[src/rtl/pgx_pkg.sv]
package pgx_pkg;
  localparam int VA_W  = 32;
  localparam int OFF_W = 9;
  localparam int VPN_W = VA_W - OFF_W;
  localparam int PFN_W = 23;

  localparam logic [1:0] ACC_READ  = 2'b00;
  localparam logic [1:0] ACC_WRITE = 2'b01;
  localparam logic [1:0] ACC_EXEC  = 2'b10;

  localparam logic [1:0] PERM_NONE = 2'b00;
  localparam logic [1:0] PERM_RO   = 2'b01;
  localparam logic [1:0] PERM_RW   = 2'b10;
  localparam logic [1:0] PERM_RX   = 2'b11;

  typedef struct packed {
    logic [PFN_W-1:0] pfn;
    logic             vld;
    logic             mod;
    logic             refd;
    logic [1:0]       prot;
  } pte_t;

  function automatic logic perm_allows(input logic [1:0] prot, input logic [1:0] kind);
    case (prot)
      PERM_RO: return kind == ACC_READ;
      PERM_RW: return (kind == ACC_READ) || (kind == ACC_WRITE);
      PERM_RX: return (kind == ACC_READ) || (kind == ACC_EXEC);
      default: return 1'b0;
    endcase
  endfunction
endpackage

[src/rtl/pgx_ptab.sv]
module pgx_ptab
  import pgx_pkg::*;
#(
  parameter int IDX_W = 6
) (
  input  logic             clk,
  input  logic             rst_n,
  input  logic             wr_en,
  input  logic [IDX_W-1:0] wr_idx,
  input  pte_t             wr_pte,
  input  logic             mark_en,
  input  logic [IDX_W-1:0] mark_idx,
  input  logic             mark_wr,
  input  logic [IDX_W-1:0] a_idx,
  output logic [PFN_W-1:0] a_pfn,
  output logic             a_vld,
  output logic [1:0]       a_prot,
  input  logic [IDX_W-1:0] b_idx,
  output pte_t             b_pte
);
  localparam int ENTRIES = 1 << IDX_W;

  pte_t tab_q [ENTRIES];
  pte_t tab_n [ENTRIES];

  always_comb begin
    for (int i = 0; i < ENTRIES; i++) begin
      tab_n[i] = tab_q[i];
      if (wr_en && (wr_idx == IDX_W'(i))) begin
        tab_n[i] = wr_pte;
      end else if (mark_en && (mark_idx == IDX_W'(i))) begin
        tab_n[i].refd = 1'b1;
        if (mark_wr) tab_n[i].mod = 1'b1;
      end
    end
  end

  always_ff @(posedge clk or negedge rst_n) begin
    if (!rst_n) begin
      for (int i = 0; i < ENTRIES; i++) tab_q[i] <= '0;
    end else begin
      for (int i = 0; i < ENTRIES; i++) tab_q[i] <= tab_n[i];
    end
  end

  assign a_pfn  = tab_q[a_idx].pfn;
  assign a_vld  = tab_q[a_idx].vld;
  assign a_prot = tab_q[a_idx].prot;
  assign b_pte  = tab_q[b_idx];
endmodule

[src/rtl/pgx_tlb.sv]
module pgx_tlb
  import pgx_pkg::*;
#(
  parameter int DEPTH = 8
) (
  input  logic             clk,
  input  logic             rst_n,
  input  logic [VPN_W-1:0] lk_vpn,
  output logic             lk_hit,
  output logic [PFN_W-1:0] lk_pfn,
  output logic [1:0]       lk_prot,
  input  logic             flush,
  input  logic             ins_en,
  input  logic [VPN_W-1:0] ins_vpn,
  input  logic [PFN_W-1:0] ins_pfn,
  input  logic [1:0]       ins_prot,
  output logic [DEPTH-1:0] vld_vec
);
  localparam int PTR_W = (DEPTH > 1) ? $clog2(DEPTH) : 1;
  localparam logic [PTR_W-1:0] LAST = PTR_W'(DEPTH - 1);

  logic [DEPTH-1:0] vld_q, vld_n;
  logic [PTR_W-1:0] ptr_q, ptr_n;
  logic [VPN_W-1:0] tag_q  [DEPTH];
  logic [PFN_W-1:0] pfn_q  [DEPTH];
  logic [1:0]       prot_q [DEPTH];
  logic [DEPTH-1:0] match;
  logic             wr_slot;

  generate
    for (genvar g = 0; g < DEPTH; g++) begin : g_cmp
      assign match[g] = vld_q[g] && (tag_q[g] == lk_vpn);
    end
  endgenerate

  always_comb begin
    lk_hit  = |match;
    lk_pfn  = '0;
    lk_prot = '0;
    for (int i = 0; i < DEPTH; i++) begin
      if (match[i]) begin
        lk_pfn  = lk_pfn | pfn_q[i];
        lk_prot = lk_prot | prot_q[i];
      end
    end
  end

  assign wr_slot = ins_en && !flush;

  always_comb begin
    vld_n = vld_q;
    ptr_n = ptr_q;
    if (flush) begin
      vld_n = '0;
      ptr_n = '0;
    end else if (ins_en) begin
      vld_n[ptr_q] = 1'b1;
      ptr_n = (ptr_q == LAST) ? '0 : ptr_q + 1'b1;
    end
  end

  always_ff @(posedge clk or negedge rst_n) begin
    if (!rst_n) begin
      vld_q <= '0;
      ptr_q <= '0;
    end else begin
      vld_q <= vld_n;
      ptr_q <= ptr_n;
    end
  end

  always_ff @(posedge clk) begin
    if (wr_slot) begin
      tag_q[ptr_q]  <= ins_vpn;
      pfn_q[ptr_q]  <= ins_pfn;
      prot_q[ptr_q] <= ins_prot;
    end
  end

  assign vld_vec = vld_q;
endmodule

[src/rtl/pgx_ctrl.sv]
module pgx_ctrl
  import pgx_pkg::*;
#(
  parameter int IDX_W = 6
) (
  input  logic             clk,
  input  logic             rst_n,
  input  logic             req_valid,
  output logic             req_ready,
  input  logic [VA_W-1:0]  req_vaddr,
  input  logic [1:0]       req_kind,
  input  logic             flush,
  output logic [VPN_W-1:0] lk_vpn,
  input  logic             lk_hit,
  input  logic [PFN_W-1:0] lk_pfn,
  input  logic [1:0]       lk_prot,
  output logic             ins_en,
  output logic [VPN_W-1:0] ins_vpn,
  output logic [PFN_W-1:0] ins_pfn,
  output logic [1:0]       ins_prot,
  output logic [IDX_W-1:0] walk_idx,
  input  logic [PFN_W-1:0] walk_pfn,
  input  logic             walk_vld,
  input  logic [1:0]       walk_prot,
  output logic             mark_en,
  output logic [IDX_W-1:0] mark_idx,
  output logic             mark_wr,
  output logic             resp_valid,
  output logic [VA_W-1:0]  resp_paddr,
  output logic             resp_pgf,
  output logic             resp_prf
);
  typedef enum logic [1:0] {ST_IDLE, ST_WALK, ST_FILL} st_e;

  st_e              st_q, st_n;
  logic [VPN_W-1:0] vpn_q, vpn_n;
  logic [OFF_W-1:0] off_q, off_n;
  logic [1:0]       kind_q, kind_n;
  logic [PFN_W-1:0] epfn_q, epfn_n;
  logic             evld_q, evld_n;
  logic [1:0]       eprot_q, eprot_n;
  logic             kill_q, kill_n;
  logic             rv_n;
  logic [VA_W-1:0]  pa_n;
  logic             pgf_n, prf_n;
  logic             ok;
  logic             in_range;

  assign req_ready = (st_q == ST_IDLE);
  assign lk_vpn    = req_vaddr[VA_W-1:OFF_W];
  assign walk_idx  = vpn_q[IDX_W-1:0];
  assign in_range  = (vpn_q[VPN_W-1:IDX_W] == '0);
  assign ins_vpn   = vpn_q;
  assign ins_pfn   = epfn_q;
  assign ins_prot  = eprot_q;

  always_comb begin
    st_n     = st_q;
    vpn_n    = vpn_q;
    off_n    = off_q;
    kind_n   = kind_q;
    epfn_n   = epfn_q;
    evld_n   = evld_q;
    eprot_n  = eprot_q;
    kill_n   = kill_q;
    rv_n     = 1'b0;
    pa_n     = '0;
    pgf_n    = 1'b0;
    prf_n    = 1'b0;
    ok       = 1'b0;
    ins_en   = 1'b0;
    mark_en  = 1'b0;
    mark_idx = vpn_q[IDX_W-1:0];
    mark_wr  = 1'b0;
    case (st_q)
      ST_IDLE: begin
        kill_n = 1'b0;
        if (req_valid) begin
          if (lk_hit) begin
            ok       = perm_allows(lk_prot, req_kind);
            rv_n     = 1'b1;
            pa_n     = ok ? {lk_pfn, req_vaddr[OFF_W-1:0]} : '0;
            prf_n    = !ok;
            mark_en  = ok;
            mark_idx = req_vaddr[OFF_W +: IDX_W];
            mark_wr  = ok && (req_kind == ACC_WRITE);
          end else begin
            st_n   = ST_WALK;
            vpn_n  = req_vaddr[VA_W-1:OFF_W];
            off_n  = req_vaddr[OFF_W-1:0];
            kind_n = req_kind;
          end
        end
      end
      ST_WALK: begin
        epfn_n  = walk_pfn;
        evld_n  = walk_vld;
        eprot_n = walk_prot;
        kill_n  = kill_q || flush;
        st_n    = ST_FILL;
      end
      ST_FILL: begin
        st_n = ST_IDLE;
        rv_n = 1'b1;
        if (!in_range || !evld_q) begin
          pgf_n = 1'b1;
        end else begin
          ins_en  = !(kill_q || flush);
          ok      = perm_allows(eprot_q, kind_q);
          pa_n    = ok ? {epfn_q, off_q} : '0;
          prf_n   = !ok;
          mark_en = ok;
          mark_wr = ok && (kind_q == ACC_WRITE);
        end
      end
      default: st_n = ST_IDLE;
    endcase
  end

  always_ff @(posedge clk or negedge rst_n) begin
    if (!rst_n) begin
      st_q       <= ST_IDLE;
      kill_q     <= 1'b0;
      resp_valid <= 1'b0;
    end else begin
      st_q       <= st_n;
      kill_q     <= kill_n;
      resp_valid <= rv_n;
    end
  end

  always_ff @(posedge clk or negedge rst_n) begin
    if (!rst_n) begin
      vpn_q   <= '0;
      off_q   <= '0;
      kind_q  <= '0;
      epfn_q  <= '0;
      evld_q  <= 1'b0;
      eprot_q <= '0;
    end else begin
      vpn_q   <= vpn_n;
      off_q   <= off_n;
      kind_q  <= kind_n;
      epfn_q  <= epfn_n;
      evld_q  <= evld_n;
      eprot_q <= eprot_n;
    end
  end

  always_ff @(posedge clk or negedge rst_n) begin
    if (!rst_n) begin
      resp_paddr <= '0;
      resp_pgf   <= 1'b0;
      resp_prf   <= 1'b0;
    end else if (rv_n) begin
      resp_paddr <= pa_n;
      resp_pgf   <= pgf_n;
      resp_prf   <= prf_n;
    end
  end
endmodule

[src/rtl/pgx_xlate.sv]
module pgx_xlate
  import pgx_pkg::*;
#(
  parameter int TLB_DEPTH = 8,
  parameter int PT_IDX_W  = 6
) (
  input  logic                clk,
  input  logic                rst_n,
  input  logic                req_valid,
  output logic                req_ready,
  input  logic [31:0]         req_vaddr,
  input  logic [1:0]          req_kind,
  output logic                resp_valid,
  output logic [31:0]         resp_paddr,
  output logic                resp_page_fault,
  output logic                resp_prot_fault,
  input  logic                tlb_flush,
  input  logic                pt_wr_en,
  input  logic [PT_IDX_W-1:0] pt_wr_idx,
  input  logic [22:0]         pt_wr_frame,
  input  logic                pt_wr_valid,
  input  logic                pt_wr_mod,
  input  logic                pt_wr_ref,
  input  logic [1:0]          pt_wr_prot,
  input  logic [PT_IDX_W-1:0] pt_rd_idx,
  output logic [22:0]         pt_rd_frame,
  output logic                pt_rd_valid,
  output logic                pt_rd_mod,
  output logic                pt_rd_ref,
  output logic [1:0]          pt_rd_prot
);
  logic [VPN_W-1:0]    lk_vpn;
  logic                lk_hit;
  logic [PFN_W-1:0]    lk_pfn;
  logic [1:0]          lk_prot;
  logic                ins_en;
  logic [VPN_W-1:0]    ins_vpn;
  logic [PFN_W-1:0]    ins_pfn;
  logic [1:0]          ins_prot;
  logic [PT_IDX_W-1:0] walk_idx;
  logic [PFN_W-1:0]    walk_pfn;
  logic                walk_vld;
  logic [1:0]          walk_prot;
  logic                mark_en;
  logic [PT_IDX_W-1:0] mark_idx;
  logic                mark_wr;
  logic [TLB_DEPTH-1:0] tlb_vld;
  pte_t                wr_pte;
  pte_t                rd_pte;

  always_comb begin
    wr_pte.pfn  = pt_wr_frame;
    wr_pte.vld  = pt_wr_valid;
    wr_pte.mod  = pt_wr_mod;
    wr_pte.refd = pt_wr_ref;
    wr_pte.prot = pt_wr_prot;
  end

  assign pt_rd_frame = rd_pte.pfn;
  assign pt_rd_valid = rd_pte.vld;
  assign pt_rd_mod   = rd_pte.mod;
  assign pt_rd_ref   = rd_pte.refd;
  assign pt_rd_prot  = rd_pte.prot;

  pgx_ctrl #(.IDX_W(PT_IDX_W)) u_ctrl (
    .clk, .rst_n,
    .req_valid, .req_ready, .req_vaddr, .req_kind,
    .flush(tlb_flush),
    .lk_vpn, .lk_hit, .lk_pfn, .lk_prot,
    .ins_en, .ins_vpn, .ins_pfn, .ins_prot,
    .walk_idx, .walk_pfn, .walk_vld, .walk_prot,
    .mark_en, .mark_idx, .mark_wr,
    .resp_valid, .resp_paddr,
    .resp_pgf(resp_page_fault), .resp_prf(resp_prot_fault)
  );

  pgx_tlb #(.DEPTH(TLB_DEPTH)) u_tlb (
    .clk, .rst_n,
    .lk_vpn, .lk_hit, .lk_pfn, .lk_prot,
    .flush(tlb_flush),
    .ins_en, .ins_vpn, .ins_pfn, .ins_prot,
    .vld_vec(tlb_vld)
  );

  pgx_ptab #(.IDX_W(PT_IDX_W)) u_ptab (
    .clk, .rst_n,
    .wr_en(pt_wr_en), .wr_idx(pt_wr_idx), .wr_pte,
    .mark_en, .mark_idx, .mark_wr,
    .a_idx(walk_idx), .a_pfn(walk_pfn), .a_vld(walk_vld), .a_prot(walk_prot),
    .b_idx(pt_rd_idx), .b_pte(rd_pte)
  );
endmodule

[config.mk]
export PLATFORM = sky130hd
export DESIGN_NAME = pgx_xlate
export DESIGN_NICKNAME = d
export VERILOG_FILES = /design/src/rtl/pgx_pkg.sv /design/src/rtl/pgx_ptab.sv /design/src/rtl/pgx_tlb.sv /design/src/rtl/pgx_ctrl.sv /design/src/rtl/pgx_xlate.sv
export SDC_FILE = /design/constraint.sdc
export NUM_CORES = 2
export LEC_CHECK = 0
export BUFFER_PORTS_ARGS = -buffer_cell sky130_fd_sc_hd__buf_2
export CAP_MARGIN = 40
export CELL_PAD_IN_SITES_DETAIL_PLACEMENT = 1
export CELL_PAD_IN_SITES_GLOBAL_PLACEMENT = 1
export CORE_UTILIZATION = 55
export CTS_BUF_LIST = sky130_fd_sc_hd__clkbuf_8
export CTS_CLUSTER_DIAMETER = 80
export DETAILED_ROUTE_END_ITERATION = 10
export PLACE_DENSITY_LB_ADDON = 0.1
export SKIP_CTS_REPAIR_TIMING = 1
export SYNTH_ARGS = -nofsm -noshare
export SYNTH_HDL_FRONTEND = slang
export SYNTH_SLANG_ARGS = --single-unit
[constraint.sdc]
create_clock -name clk -period 8.7 [get_ports clk]
set_clock_uncertainty 0.1 [all_clocks]
set_input_delay 1.305 -clock clk [delete_from_list [all_inputs] [get_ports clk]]
set_output_delay 1.305 -clock clk [all_outputs]
set_load 0.02 [all_outputs]
Word level (Yosys, flattened, before mapping)
Memory sizes are Yosys's and may differ from the RTL's.
Cells that the tools add are included.
- register bits after elaboration: 1901
- RAM bits: 384
- bits of input ports: 79
- logic and storage cells: 1063
- memories: 3
- memory list (name ; words ; bits a word ; rd ports ; clocked after Yosys merged registers in ; write ports ; line ; text):
    u_tlb.pfn_q ; 8 ; 23 ; 8 ; 0 ; 1 ; pgx_tlb.sv:25 ; logic [PFN_W-1:0] pfn_q [DEPTH];
    u_tlb.tag_q ; 8 ; 23 ; 8 ; 0 ; 1 ; pgx_tlb.sv:24 ; logic [VPN_W-1:0] tag_q [DEPTH];
    u_tlb.prot_q ; 8 ; 2 ; 8 ; 0 ; 1 ; pgx_tlb.sv:26 ; logic [1:0] prot_q [DEPTH];
- add/subtract/negate cells: 1
- $lt $le $gt $ge: 4
- equal/unequal tests: 149
- multiplexer cells: 199
- bitwise gates (word level): 18
- reductions and logical operators: 355
- operators by type and width (cell ; count):
    $eq 6x6->1 const B ; 64
    $bmux 28 s6 ; 2
    $mux 2 ; 138
    $reduce_bool 2->1 ; 130
    $eq 6x5->1 const B ; 32
    $eq 23x23->1 ; 8
    $mux 23 ; 8
    $or 23x23->23 ; 7
    $mux 32 ; 5
    $logic_and 1x1->1 ; 140
    $reduce_and 2->1 ; 65
    $mux 28 ; 4
    $eq 6x4->1 const B ; 16
    $pmux 32 s2 ; 1
    $eq 6x3->1 const B ; 8
    $eq 6x2->1 const B ; 4
    $mux 1 ; 24
    $mux 6 ; 3
    $logic_not 17->1 ; 1
    $mux 8 ; 2
    $eq 2x2->1 const B ; 7
    $ge 7x7->1 const B ; 2
    $not 6->7 ; 2
    $or 2x2->2 ; 7
    20 further kinds ; 46

Depth between registers and ports, before layout
- word-level depth: 29
- gate-level depth with buffers: 12
- mapped depth without buffers: 9

Modules after synthesis
A second synthesis with hierarchy kept.
- cells, all modules: 7925
- area total of the unflattened synthesis: 116002.5 µm²
- modules (own cells, without submodules) (module ; instances ; cells each ; area each (µm²) ; sequential area each (µm²)):
    pgx_ptab ; 1 ; 6587 ; 95496.6 ; 44843.0
    pgx_tlb ; 1 ; 986 ; 16062.9 ; 11806.3
    pgx_ctrl ; 1 ; 352 ; 4443.0 ; 2452.4

Worst setup path before layout
OpenSTA, ideal clock, no wires.
- kind: register to register
- from: register u_ctrl.vpn_q[13], in the netlist u_ctrl.ins_vpn[13]
- to: memory u_tlb.pfn_q[0][0] (enable)
- setup time: 515 ps
- arrival: 5559 ps
- setup slack: 2526 ps
- cell stages (with the launch flop): 6
- buffers on the path: 0
- period minus slack after synthesis: 6174 ps
- cell sequence: dfrtp_1 -> or4_1 -> or4_4 -> or3_1 -> or3_1 -> nor3_1
- cells in the longest elaborated chain, start to end: 8
- RTL lines (what ; line ; text):
    start, declared ; pgx_ctrl.sv:36 ; logic [VPN_W-1:0] vpn_q, vpn_n;
    start signal, assigned ; pgx_ctrl.sv:141 ; vpn_q <= vpn_n;
    $logic_not 17->1 ; pgx_ctrl.sv:52 ; assign in_range = (vpn_q[VPN_W-1:IDX_W] == '0);
    $logic_not 1->1 ; pgx_ctrl.sv:105 ; if (!in_range || !evld_q) begin
    $logic_or 1x1->1 ; pgx_ctrl.sv:105 ;
    $mux 1 ; pgx_ctrl.sv:105 ;
    $mux 1 ; pgx_ctrl.sv:75 ; case (st_q)
    $logic_and 1x1->1 ; pgx_tlb.sv:48 ; assign wr_slot = ins_en && !flush;
    $mux 1 ; pgx_tlb.sv:73 ; if (wr_slot) begin
    $mux 1 (not written as such) ; pgx_tlb.sv:75 ; pfn_q[ptr_q] <= ins_pfn;
    end, declared ; pgx_tlb.sv:25 ;
Every way passes these cells.

Final worst setup path
- from: input pt_rd_idx[1]
- to: output pt_rd_frame[19]
- cells in the longest elaborated chain, start to end: 4
- RTL lines (what ; line ; text):
    start, declared ; pgx_xlate.sv:25 ; input logic [PT_IDX_W-1:0] pt_rd_idx,
    $not 6->7 (not written as such) ; pgx_ptab.sv:49 ; assign b_pte = tab_q[b_idx];
    $bmux 28 s6 ; pgx_ptab.sv:49 ;
    $mux 28 (not written as such) (2 in a row) ; pgx_ptab.sv:49 ;
    end, declared ; pgx_xlate.sv:26 ; output logic [22:0] pt_rd_frame,
Every way passes these cells. The select of a mux whose other input is x is not followed.

==> run metrics <==
status finished, final reports clean; largest net degree at the start of global routing 154; worst path bufs/invs 3; max-cap viol count 0; Worst EP required 7.30 ns; clk root buf clkbuf_8; Iteration-0 DRC Markers 11700; Crit path depth 6; post-route ant nets 0; Data arrival, critical path 4.49 ns; dominant cells by area after synthesis dfrtp_1 41%, mux4_2 22%, nand2_1 11%; post-synthesis sequential area ratio 51.2%; Leak 58.2 nW; Post-Syn Instances 9338; hpwl dp 295 mm; worst r2r dst u_ptab.tab_q[1262]$_DFFE_PN0P_; placed cell areas 0.121 mm2; initial core utilization 55.5%; fin crit share 67.8%; cells along the critical path buf_8 -> buf_12 -> mux4_2 -> mux4_2 -> mux4_2 -> buf_2; gr ovfl total 0; maximum clock path buffer count 4; pwr/cell area 229 mW/mm2; vias in the first global route 92200; post-synthesis register bit count 2285; CP endpoint kind output pin; initial antenna violation count 48; Area Overhead vs Synth 12.0%; FP Rows 167; post-route cell area 0.129 mm2; Post-synth EDFFs 384; total clock sinks 2285; Routed Wire Length 478 mm; setup_tns 0 ns; slowest stage delay, CP 0.64 ns; Worst path most repeated cell mux4_2; crit-path leading delay family multiplexers; port buffer count 142; Die X 460 um; Max stage delay cell, worst path buf_8; commonest cells in the netlist 3435 x nand2_1, 1901 x dfrtp_1, 1134 x mux4_2; CP startpoint kind input pin; DR vias 87700; crit path kind input pin to output pin; Tightest Pin Transition 1.07 ns; drt first pass iters 9; RSZ-0062 raised after global routing false; core area 0.208 mm2; HP Class input pin to asynchronous set/reset pin; count leader, synth nand2_1; syn_nets 9419; Async SR Flop Fraction 83.2%; Die ar. 0.212 mm2; CTS tree built; drt wl/cell 38.3 um; Syn Std Cell Area 0.115 mm2; RD Place Congestion 0.920; Reg2Reg Depth 8; fmax 0.170 GHz; die height 460 um; global-route wire length before repair 682 mm; post-DR vias/cell 7.04; Final min period 5.89 ns; clk slew on worst S/H paths 0.06 ns; syn_area_per_cell 12.4 um2; r2r setup slk 4.20 ns; Worst slew margin 29.0%; Num CTS Buffers 397; final setup violation count 0; fraction of layout cells with a size suffix above 1 30.2%; Nets 9427; Total GRT Usage 46.1%; Synth top area share 41.2%; R2R Path Start u_ctrl.ins_vpn[20]$_DFFE_PN0P_; Final Hold Viols 0; CP Max Fanout 90; I/O Pins 143; H-Tree Depth 5; dominant cell type by area after synthesis dfrtp_1; Ys Warns 0; clock latency on the worst-skew pair 1.15 ns; worst IR drop on VDD 181 uV; Max Transition Viols Final 0; DRC viols 0; number of library cell types mapped by synthesis 60; ys flop type dfrtp_1
## layout by cell type, fill, tap and decap left out, drive strengths merged, types with 130 or more instances in the layout
master and n:
buf 429, clkbuf 489, dfrtp 1901, edfxtp 384, inv 144, mux2 606, mux2i 134, mux4 1134
nand2 3435, nor2 130, xnor2 180
## worst reg2reg max path, delay by kind of cell (launching register included)
kind / cells / cell delay, ns
AND/OR/NAND/NOR: 4 / 2.47
AO/OA/AOI/OAI: 2 / 0.73
buffers and inverters: 2 / 0.56
flip-flops: 1 / 0.54
## metal layers
layer | up-vias | wire length [um] | track usage (%)
met3 | 2000 | 63300 | 18.2
li1 | 33300 | - | -
met4 | 53 | 39900 | 33.4
met1 | 46000 | 165000 | 56.5
met2 | 6354 | 209000 | 66.2
met5 | - | 605 | 1.24
## state kept, by name (all words and copies together), names as in the netlist, 3 cells and up
name               cells
u_tlb.tag_q          184
u_tlb.ptr_q            3
u_ctrl.resp_paddr     32
u_ptab.tab_q        1792
u_ctrl.ins_pfn        23
u_tlb.pfn_q          184
u_tlb.vld_vec          8
u_ctrl.ins_vpn        23
u_ctrl.off_q           9
u_tlb.prot_q          16
## through the flow
step / power (mW) / hold WS [ns] / worst slack (ns) / util, % / instances
6_report: 29.6 / 0.0128 / 2.81 / 62.2 / 12500
5_1_grt: 30.5 / 0.0248 / 2.73 / 62.2 / 12400
4_1_cts: 29.5 / 0.0133 / 2.84 / 62.1 / 12400
3_5_place_dp: 19.4 / 0.383 / 2.83 / 58.3 / 11700
3_3_place_gp: 19.0 / 0.372 / 2.85 / 57.3 / 11600
2_1_floorplan: 17.2 / 0.358 / 2.53 / - / 9338
## power breakdown
group	switching, mW	leakage, nW	internal, mW
sequential	1.22	28.7	12.2
clock	4.70	4.59	5.48
combinational	3.05	24.9	2.97
total	8.96	58.2	20.6
## cell type report
| class | instances | area [um2] |
|---|---|---|
| Multi-Input combinational cell | 6205 | 53700 |
| Clock buffer | 489 | 6730 |
| Tap cell | 2788 | 3490 |
| Fill cell | 20100 | 78500 |
| Inverter | 23 | 86.3 |
| Sequential cell | 2285 | 59100 |
| Clock inverter | 204 | 1240 |
| Antenna cell | 35 | 87.6 |
| Timing Repair Buffer | 434 | 4720 |
## kinds of logic (layout without fill, tap and decap cells)
kind of cell	after synthesis	in the layout	synth area share, %
other	0	35	0
xor gates and xnor gates	184	184	1.41
and+or+nand+nor	3812	3812	13.0
adders and majority gates	2	2	0.0217
DFF	2285	2285	51.2
buffers and inverters	848	1150	2.87
muxes	1874	1874	29.2
AOI/OAI and AO/OA	333	333	2.27
## worst max-delay path by stage
stage                                        start                           to
floorplan           u_ctrl.ins_vpn[13]$_DFFE_PN0P_  u_tlb.pfn_q[0][0]$_DFFE_PP_
global placement                      pt_rd_idx[0]              pt_rd_frame[18]
detailed placement                    pt_rd_idx[0]              pt_rd_frame[18]
CTS                                   pt_rd_idx[0]              pt_rd_frame[18]
global route                          pt_rd_idx[0]              pt_rd_frame[18]
finish                                pt_rd_idx[1]              pt_rd_frame[19]
No activity file was read; power rests on OpenSTA's default activity.
